## config.mk

```make
export PLATFORM = sky130hd
export DESIGN_NAME = accessSeqDetector
export DESIGN_NICKNAME = d
export VERILOG_FILES = /design/src/rtl/accessSeqPkg.sv /design/src/rtl/seqDatapath.sv /design/src/rtl/seqControl.sv /design/src/rtl/accessSeqDetector.sv
export SDC_FILE = /design/constraint.sdc
export NUM_CORES = 1
export LEC_CHECK = 0
export ABC_AREA = 0
export BUFFER_PORTS_ARGS = -buffer_cell sky130_fd_sc_hd__buf_2
export CORE_AREA = 4 4 41 43
export CTS_CLUSTER_DIAMETER = 60
export DETAILED_ROUTE_END_ITERATION = 8
export DIE_AREA = 0 0 45 47
export GPL_TIMING_DRIVEN = 1
export PLACE_DENSITY = 0.69
export SLEW_MARGIN = 20
export SYNTH_ARGS = -nofsm -noshare
export SYNTH_HDL_FRONTEND = slang
export SYNTH_SLANG_ARGS = --single-unit
```

## constraint.sdc

```tcl
create_clock -name clk -period 4.1 [get_ports clk]
set_input_delay 0.41 -clock clk [delete_from_list [all_inputs] [get_ports clk]]
set_output_delay 0.41 -clock clk [all_outputs]
set_load 0.05 [all_outputs]
```

## src/rtl/accessSeqPkg.sv

```systemverilog
`timescale 1ns/1ps
package accessSeqPkg;
  localparam int KEY_W      = 14;
  localparam int PREFIX_LEN = 5;
  localparam int STEP_W     = 3;
  localparam logic [STEP_W-1:0] LAST_STEP = STEP_W'(PREFIX_LEN);
  localparam logic [KEY_W-1:0] STORE_KEY  = 14'h0FC0;
  localparam logic [KEY_W-1:0] RECALL_KEY = 14'h0C63;

  // comparison results, datapath -> control
  typedef struct packed {
    logic hitStep;
    logic hitFirst;
    logic hitStore;
    logic hitRecall;
  } seqCmp_t;

  // strobes, control -> datapath
  typedef struct packed {
    logic [STEP_W-1:0] stepSel;
    logic fireStore;
    logic fireRecall;
  } ctlStrobe_t;

  function automatic logic [KEY_W-1:0] prefixKey(input int idx);
    case (idx)
      0:       return 14'h0E38;
      1:       return 14'h31C7;
      2:       return 14'h03E0;
      3:       return 14'h3C1F;
      4:       return 14'h303F;
      default: return '0;
    endcase
  endfunction
endpackage

```

## src/rtl/seqDatapath.sv

```systemverilog
`timescale 1ns/1ps
module seqDatapath
  import accessSeqPkg::*;
(
  input  logic             clk,
  input  logic             rstN,
  input  logic [KEY_W-1:0] keyAddr,
  input  ctlStrobe_t       ctl,
  output seqCmp_t          cmp,
  output logic             storeReq,
  output logic             recallReq
);
  localparam int PAD_W = (1 << STEP_W) - PREFIX_LEN;

  logic [PREFIX_LEN-1:0]    stepHit;
  logic [(1<<STEP_W)-1:0]   stepHitPad;

  for (genvar g = 0; g < PREFIX_LEN; g++) begin : gKey
    assign stepHit[g] = (keyAddr == prefixKey(g));
  end

  assign stepHitPad = {{PAD_W{1'b0}}, stepHit};

  always_comb begin
    cmp.hitStep   = stepHitPad[ctl.stepSel];
    cmp.hitFirst  = stepHit[0];
    cmp.hitStore  = (keyAddr == STORE_KEY);
    cmp.hitRecall = (keyAddr == RECALL_KEY);
  end

  always_ff @(posedge clk or negedge rstN) begin
    if (!rstN) begin
      storeReq  <= 1'b0;
      recallReq <= 1'b0;
    end else begin
      storeReq  <= ctl.fireStore;
      recallReq <= ctl.fireRecall;
    end
  end

  AST_REQ_EXCLUSIVE: assert property (@(posedge clk) disable iff (!rstN)
    $onehot0({storeReq, recallReq}));
  AST_STORE_PULSE: assert property (@(posedge clk) disable iff (!rstN)
    storeReq |=> !storeReq);
  AST_RECALL_PULSE: assert property (@(posedge clk) disable iff (!rstN)
    recallReq |=> !recallReq);
endmodule

```

## src/rtl/seqControl.sv

```systemverilog
`timescale 1ns/1ps
module seqControl
  import accessSeqPkg::*;
(
  input  logic       clk,
  input  logic       rstN,
  input  logic       accValid,
  input  logic       accWrite,
  input  seqCmp_t    cmp,
  output ctlStrobe_t ctl
);
  logic [STEP_W-1:0] stepIdx;
  logic [STEP_W-1:0] stepNext;
  logic              isRead;

  assign isRead = accValid && !accWrite;

  always_comb begin
    stepNext       = stepIdx;
    ctl.stepSel    = stepIdx;
    ctl.fireStore  = 1'b0;
    ctl.fireRecall = 1'b0;
    if (accValid) begin
      if (stepIdx == LAST_STEP) begin
        ctl.fireStore  = isRead && cmp.hitStore;
        ctl.fireRecall = isRead && cmp.hitRecall;
        stepNext       = '0;
      end else if (isRead && cmp.hitStep) begin
        stepNext = stepIdx + 1'b1;
      end else if (isRead && cmp.hitFirst) begin
        stepNext = STEP_W'(1);
      end else begin
        stepNext = '0;
      end
    end
  end

  always_ff @(posedge clk or negedge rstN) begin
    if (!rstN) stepIdx <= '0;
    else       stepIdx <= stepNext;
  end

  AST_WRITE_ABORTS: assert property (@(posedge clk) disable iff (!rstN)
    (accValid && accWrite) |=> (stepIdx == '0));
  AST_GAP_HOLDS: assert property (@(posedge clk) disable iff (!rstN)
    !accValid |=> $stable(stepIdx));
  AST_FINAL_IDLES: assert property (@(posedge clk) disable iff (!rstN)
    (accValid && stepIdx == LAST_STEP) |=> (stepIdx == '0));
  AST_STEP_RANGE: assert property (@(posedge clk) disable iff (!rstN)
    stepIdx <= LAST_STEP);
  AST_FIRE_ON_READ: assert property (@(posedge clk) disable iff (!rstN)
    (ctl.fireStore || ctl.fireRecall) |-> (isRead && stepIdx == LAST_STEP));
endmodule

```

## src/rtl/accessSeqDetector.sv

```systemverilog
`timescale 1ns/1ps
module accessSeqDetector
  import accessSeqPkg::*;
#(
  parameter int ADDR_W = 15
) (
  input  logic              clk,
  input  logic              rstN,
  input  logic              accValid,
  input  logic [ADDR_W-1:0] accAddr,
  input  logic              accWrite,
  output logic              storeReq,
  output logic              recallReq
);
  seqCmp_t    cmp;
  ctlStrobe_t ctl;
  logic [ADDR_W-KEY_W-1:0] unusedAddrHi;

  assign unusedAddrHi = accAddr[ADDR_W-1:KEY_W];

  seqControl u_ctl (
    .clk      (clk),
    .rstN     (rstN),
    .accValid (accValid),
    .accWrite (accWrite),
    .cmp      (cmp),
    .ctl      (ctl)
  );

  seqDatapath u_dp (
    .clk       (clk),
    .rstN      (rstN),
    .keyAddr   (accAddr[KEY_W-1:0]),
    .ctl       (ctl),
    .cmp       (cmp),
    .storeReq  (storeReq),
    .recallReq (recallReq)
  );

  AST_REQ_NEEDS_READ: assert property (@(posedge clk) disable iff (!rstN)
    (storeReq || recallReq) |-> $past(accValid && !accWrite));
endmodule

```

==> results of run 1 <==
==> metrics by stage <==
step / hold WS (ns) / cell area, um^2 / worst slack (ns) / total power, mW / util
after floorplan: 0.114 / 548 / 2.37 / 0.0598 / -
after global placement: 0.223 / 662 / 2.10 / 0.0732 / 0.509
after detailed placement: 0.235 / 662 / 2.08 / 0.0741 / 0.509
after CTS: 0.359 / 699 / 2.33 / 0.134 / 0.538
after global routing: 0.352 / 699 / 2.27 / 0.143 / 0.538
final: 0.367 / 699 / 2.31 / 0.134 / 0.538
==> cells in the mapped netlist, drive strengths merged, types with 2 or more instances <==
master   n
dfrtp    5
nor2     5
nand2    4
nand3    4
nor4     4
o211ai   3
and4bb   2
ha       2
inv      2
nand2b   2
nand3b   2
nor2b    2
o2111ai  2
or2b     2
or3      2
or4b     2
==> sequential cells by signal, summed over array words and instances, names as in the netlist <==
name / cells
u_ctl.stepIdx: 3
u_dp.storeReq: 1
u_dp.recallReq: 1
==> timing repair <==
| item | 4_1_cts | 5_1_grt |
|---|---|---|
| resized for setup | 0 | 0 |
| hold endpoints to repair | 5 | 0 |
| hold buffers | 1 | 0 |
| buffers inserted | 0 | 0 |
==> cells in the final DEF (no fill, tap or decap), drive strengths merged, types with 3 or more instances in the layout <==
master	instances
nand3	4
nor4	4
nor2	5
clkbuf	3
o211ai	3
dfrtp	5
nand2	4
buf	19
==> cell type report <==
class,instances,area [um^2]
Clock buffer,3,22.5
Clock inverter,1,5.00
Fill cell,121,602
Inverter,2,7.51
Multi-Input combinational cell,52,415
Sequential cell,5,125
Tap cell,15,18.8
Timing Repair Buffer,20,105
==> cells by family (layout without fill, tap and decap cells) <==
| group | Yosys count | count (layout) | share of synthesized area |
|---|---|---|---|
| AO/OA/AOI/OAI | 10 | 10 | 0.199 |
| flip-flops | 5 | 5 | 0.228 |
| buffers and inverters | 2 | 26 | 0.0137 |
| adder cells (fa/ha/maj) | 2 | 2 | 0.0457 |
| AND/OR/NAND/NOR | 40 | 40 | 0.514 |
==> routing by layer <==
layer,track usage,wire [um],up-vias
met5,0,0,-
met4,0.0643,24,0
met3,0.0383,87,4
met2,0.268,751,19
met1,0.169,618,265
li1,-,-,287
==> power by group <==
| part | switching (mW) | internal [mW] | leakage (nW) | total [mW] |
|---|---|---|---|---|
| clock | 0.0240 | 0.0355 | 0.0177 | 0.0595 |
| combinational | 0.0129 | 0.0121 | 0.207 | 0.0250 |
| sequential | 0.00000333 | 0.0494 | 0.0699 | 0.0494 |
| total | 0.0369 | 0.0970 | 0.294 | 0.134 |
==> final timing paths <==
path                             startpoint          endpoint  slack, ns
max reg2reg                u_ctl.stepIdx[0]     u_dp.storeReq       2.32
min reg2reg                u_ctl.stepIdx[1]  u_ctl.stepIdx[1]       0.67
max                              accAddr[8]  u_ctl.stepIdx[0]       2.31
max in group asynchronous              rstN     u_dp.storeReq       3.43
min                              accAddr[8]    u_dp.recallReq       0.37
min in group asynchronous              rstN  u_ctl.stepIdx[1]       0.53
==> summary.txt, run 1 <==
Logic synthesis
  – Yosys top cell by area: sky130_fd_sc_hd__dfrtp_1
  – Post-synthesis area per instance: between 9 and 10 um^2
  – Area fraction of the dominant cell type after synthesis: 0.228
  – Number of register bits inferred by synthesis: 5
  – Predominant post-synthesis flop cell: sky130_fd_sc_hd__dfrtp_1
  – Sequential cell area fraction in the yosys report: 0.228
  – Total of warnings raised by yosys: 0
  – Mapped Cells: 59
  – Asr flop ratio synth: 1.00
  – Number of different library cells in the post-synthesis netlist: 34
  – Mapped Nets: 80
  – Number of flops mapped to enable cells by yosys: 0
  – Syn Std Cell Area: 548 um^2
  – Ranking of synthesized cells by area: sky130_fd_sc_hd__dfrtp_1 23%, sky130_fd_sc_hd__o41ai_4 5.0%, sky130_fd_sc_hd__and4bb_2 4.6%

Timing
  – Fin crit period: 1.79 ns
  – Worst Max-Slew Pin Slew: 0.749 ns
  – Setup repair after global routing missed its margin: no
  – Worst clock skew on the final layout: 0.00520 ns
  – Highest clock rate: 558 MHz
  – Setup violations, final: 0
  – Slew margin rel.: 0.496
  – Setup_tns: 0 ns
  – Final Hold Vio Count: 0
  – Max Slew Vio Count: 0
  – Final period util: 0.437

Placement
  – Instance count after placement with tap cells included: 93
  – Half-perimeter wire length after placement: 1.21 mm
  – Port Buffer Count: 19
  – Final RePlAce weighted congestion: 0.883

Global routing
  – Pin count of the biggest net entering global routing: 10
  – Overall routing resource usage: 0.150
  – First-pass GRT wire length: 2.34 mm
  – Number of antenna violations at the first check in global routing: 0
  – Vias in the first global route: 559
  – Remaining Overflow, GRT: 0

Worst setup path
  – List of cells traversed by the critical path: buf_2 > and4bb_2 > nand3_1 > nor4_1 > o211a_1 > o211ai_1
  – Critical path startpoint category: input pin
  – Logic depth of the worst path, buffers included: 6
  – Number of cell instances on the worst register-to-register path: 4
  – Crit-path max FO: 4
  – Worst EP arrival: 1.90 ns
  – Kind of end point of the critical path: register
  – Largest stage delay, worst path: 0.59 ns
  – Critical path buffer and inverter count: 1
  – Critical-path cell with the highest stage delay: sky130_fd_sc_hd__nor4_1
  – Worst EP required: 4.21 ns
  – Crit-path leading delay family: simple AND/OR/NAND/NOR gates
  – Type of the worst setup path: in2reg

Floorplan
  – I/O pin count: 21
  – Die Area: 0.00212 mm^2
  – Die Y-Extent: approximately 47 um
  – DIE WIDTH: 45 um
  – Initial Util: 0.421
  – CORE AREA: 0.00130 mm^2
  – Row count: 13

Route
  – Length of the first detailed-routing pass in iterations: 4
  – Average wire per cell in the routed design: 15.1 um
  – Vias per cell: 5.87
  – Via count: 575
  – Number of DRC violations after detailed-routing iteration 0: 13
  – WL final: 1.48 mm
  – Residual antenna-violating net count after detailed routing: 0
  – DR DRC count: 0

Job
  – Reported max-cap violation count: 0

Clock tree
  – Clock-pin slew on the worst setup and hold paths: 0.06 ns
  – Total clock sinks: 5
  – Cts bufs inserted: 3
  – Clock latency of the later-clocked register in the worst-skew pair: 0.24 ns
  – Deepest level of the CTS H-tree: 1
  – Root cell of the clock tree: sky130_fd_sc_hd__clkbuf_4
  – TritonCTS clock tree: done
  – Clock tree buffer depth: 2

Min path
  – Hold Path Class: in2reg
  – Hold Path Cell Cnt: 2

Cells and area
  – Total number of nets in the final design: 105
  – Post-synthesis to final-layout area growth: 27.6%
  – Layout cell share with drive strength beyond 1: 0.422
  – Non-filler cells in the finished layout: just under 100
  – Number of diodes added for antenna fixing: 0

Run status
  – Run status: finished, final reports clean

Power and ir drop
  – Maximum vdd drop: 0.140 mV
  – Static power due to leakage: 0.294 nW
  – Power per Cell Area: about 190 mW/mm^2
Note: power is estimated with default switching activity, not from simulation.
==> run 2, diff against run 1 <==
- clock period: 4.1 -> 1.7 ns (I/O delays scaled with it)
==> summary.txt, run 2 (synthesis results as in run 1) <==
Run status
  – Run status: finished, final reports clean

Worst setup path
  – Critical path destination: u_dp.recallReq
  – Critical-path cell with the highest stage delay: sky130_fd_sc_hd__or4_4
  – Worst reg-to-reg setup slack: 0.07 ns (-2.25 ns)
  – Number of cell instances on the worst register-to-register path: 5 (+1)
  – Largest stage delay, worst path: 0.45 ns (-0.14 ns)
  – Critical path origin: u_ctl.stepIdx[1]
  – Worst EP arrival: 1.77 ns (-0.13 ns)
  – Endpoint of the worst register-to-register path: u_dp.recallReq
  – List of cells traversed by the critical path: inv_1 > ha_1 > nand2_1 > or4_4 > nor4_1
  – Worst EP required: 1.84 ns (-2.37 ns)
  – Launching point of the worst reg2reg path: u_ctl.stepIdx[1]
  – Type of the worst setup path: reg2reg
  – Critical path startpoint category: register
  – Crit-path max FO: 3 (-1)
  – Kind of end point of the critical path: register

Clock tree
  – Clock latency of the later-clocked register in the worst-skew pair: 0.25 ns (about the same)
  – Clock tree buffer depth: 2 (unchanged)
  – Deepest level of the CTS H-tree: 1 (unchanged)
  – Root cell of the clock tree: sky130_fd_sc_hd__clkbuf_4
  – TritonCTS clock tree: done
  – Total clock sinks: 5 (unchanged)
  – Clock-pin slew on the worst setup and hold paths: 0.05 ns (about the same)
  – Cts bufs inserted: 3 (unchanged)

Global routing
  – Vias in the first global route: 550 (-1.6%)
  – Number of antenna violations at the first check in global routing: 0 (unchanged)
  – Remaining Overflow, GRT: 0 (unchanged)
  – Pin count of the biggest net entering global routing: 8 (-2)
  – First-pass GRT wire length: 2.40 mm (+2.7%)
  – Overall routing resource usage: 0.163 (+0.0123)

Power and ir drop
  – Power per Cell Area: 422 mW/mm^2 (+120%)
  – Post-layout power: 0.332 mW (+150%)
  – Maximum vdd drop: 0.334 mV (+140%)
  – Static power due to leakage: 0.346 nW (+17%)

Timing
  – Final period util: 0.957
  – Setup violations, final: 0 (unchanged)
  – Fin crit period: 1.63 ns
  – Setup_tns: 0 ns (unchanged)
  – Worst Max-Slew Pin Slew: 0.352 ns (-0.397 ns)
  – Max Slew Vio Count: 0 (unchanged)
  – Final Hold Vio Count: 0 (unchanged)
  – Setup repair after global routing missed its margin: no
  – Slew margin rel.: 0.765 (+0.269)
  – Highest clock rate: 615 MHz
  – Tightest hold margin: 0.119 ns (-0.248 ns)
  – Worst clock skew on the final layout: 0.00625 ns (+0.00105 ns)

Floorplan
  – DIE WIDTH: 45 um (unchanged)
  – Die Y-Extent: 47 um (unchanged)
  – Die Area: 0.00212 mm^2 (unchanged)
  – Initial Util: 0.421 (unchanged)
  – Row count: 13 (unchanged)
  – I/O pin count: 21 (unchanged)
  – CORE AREA: 0.00130 mm^2 (unchanged)

Cells and area
  – Post-synthesis to final-layout area growth: 43.6%
  – Total number of nets in the final design: 114 (+8.6%)
  – Non-filler cells in the finished layout: 107 (+9.2%)
  – Layout cell share with drive strength beyond 1: 0.511 (+0.0892)
  – Most common library cell in the layout ignoring fill and taps: sky130_fd_sc_hd__buf_2
  – Commonest non-fill, non-tap cells in the layout: 19 x sky130_fd_sc_hd__buf_2, 9 x sky130_fd_sc_hd__buf_4, 5 x sky130_fd_sc_hd__nor2_1
  – Number of diodes added for antenna fixing: 0 (unchanged)
  – Top flop regs: u_ctl.stepIdx x3, u_dp.recallReq x1, u_dp.storeReq x1
  – Number of flip-flops under the largest register name: 3 (unchanged)
  – Top reg by flops: u_ctl.stepIdx

Route
  – Residual antenna-violating net count after detailed routing: 0 (unchanged)
  – Vias per cell: 5.83 (-0.61%)
  – DR DRC count: 0 (unchanged)
  – Via count: 624 (+8.5%)
  – WL final: 1.57 mm (+6.1%)
  – Length of the first detailed-routing pass in iterations: 4 (unchanged)
  – Number of DRC violations after detailed-routing iteration 0: 9 (-4)
  – Average wire per cell in the routed design: 14.7 um (-2.8%)

Placement
  – Instance count after placement with tap cells included: 101 (+8.6%)
  – Port Buffer Count: 19 (unchanged)
  – Final RePlAce weighted congestion: 0.840 (-4.9%)
  – Half-perimeter wire length after placement: 1.26 mm (+4.4%)

Job
  – Reported max-cap violation count: 0 (unchanged)

Min path
  – Hold Path Class: in2reg
## run 2: critical path: cells and delay by family (launching register included)
| family | cells | cell delay (ns) |
|---|---|---|
| simple gates | 3 | 0.86 |
| flops | 1 | 0.38 |
| buf+inv | 1 | 0.10 |
| fa+ha+maj | 1 | 0.18 |
## run 2: per-layer routing
metal / vias up / share of wire / GRT usage / routed length [um]
met2: 15 / 0.52 / 0.254 / 812
met1: 297 / 0.41 / 0.189 / 650
li1: 308 / - / - / -
met5: - / 0 / 0 / 0
met4: 0 / 0.018 / 0.140 / 29
met3: 4 / 0.051 / 0.0345 / 80
## run 2: cell type report
class | count | area [um^2]
clock buffer | 3 | 22.5
sequential | 5 | 126
fill | 110 | 514
timing repair buffer | 29 | 173
tap | 15 | 18.8
inverter | 2 | 7.51
multi-input combinational | 52 | 434
clock inverter | 1 | 5.00
## run 2: what timing repair did
action,CTS,global route
setup buffers,0,1
hold buffers,1,0
endpoints found under the setup margin,1,2
resized for setup,1,3
endpoints found under the hold margin,5,0
pin swaps,0,1
## run 2: worst min-delay path by stage
stage | from | end | cells after the start
2_1_floorplan | rstN | u_ctl.stepIdx[0] | 0
3_3_place_gp | rstN | u_ctl.stepIdx[2] | 1
3_5_place_dp | rstN | u_ctl.stepIdx[2] | 1
4_1_cts | accAddr[8] | u_dp.recallReq | 2
5_1_grt | accAddr[8] | u_dp.recallReq | 2
6_report | accAddr[8] | u_dp.recallReq | 2
## run 2: power by group
part           leakage (nW)  total (mW)  internal (mW)  switching, mW
Clock                0.0177       0.146         0.0858         0.0598
Combinational         0.260      0.0675         0.0345         0.0330
Sequential           0.0682       0.119          0.119     0.00000677
Total                 0.346       0.332          0.239         0.0928
## run 2: through the flow
stage | util | area, um^2 | setup slack [ns]
3_3_place_gp | 0.555 | 722 | 0.0289
2_1_floorplan | - | 548 | 0.213
5_1_grt | 0.605 | 787 | 0.0105
4_1_cts | 0.588 | 766 | 0.0282
3_5_place_dp | 0.555 | 722 | 0.00364
6_report | 0.605 | 787 | 0.0737
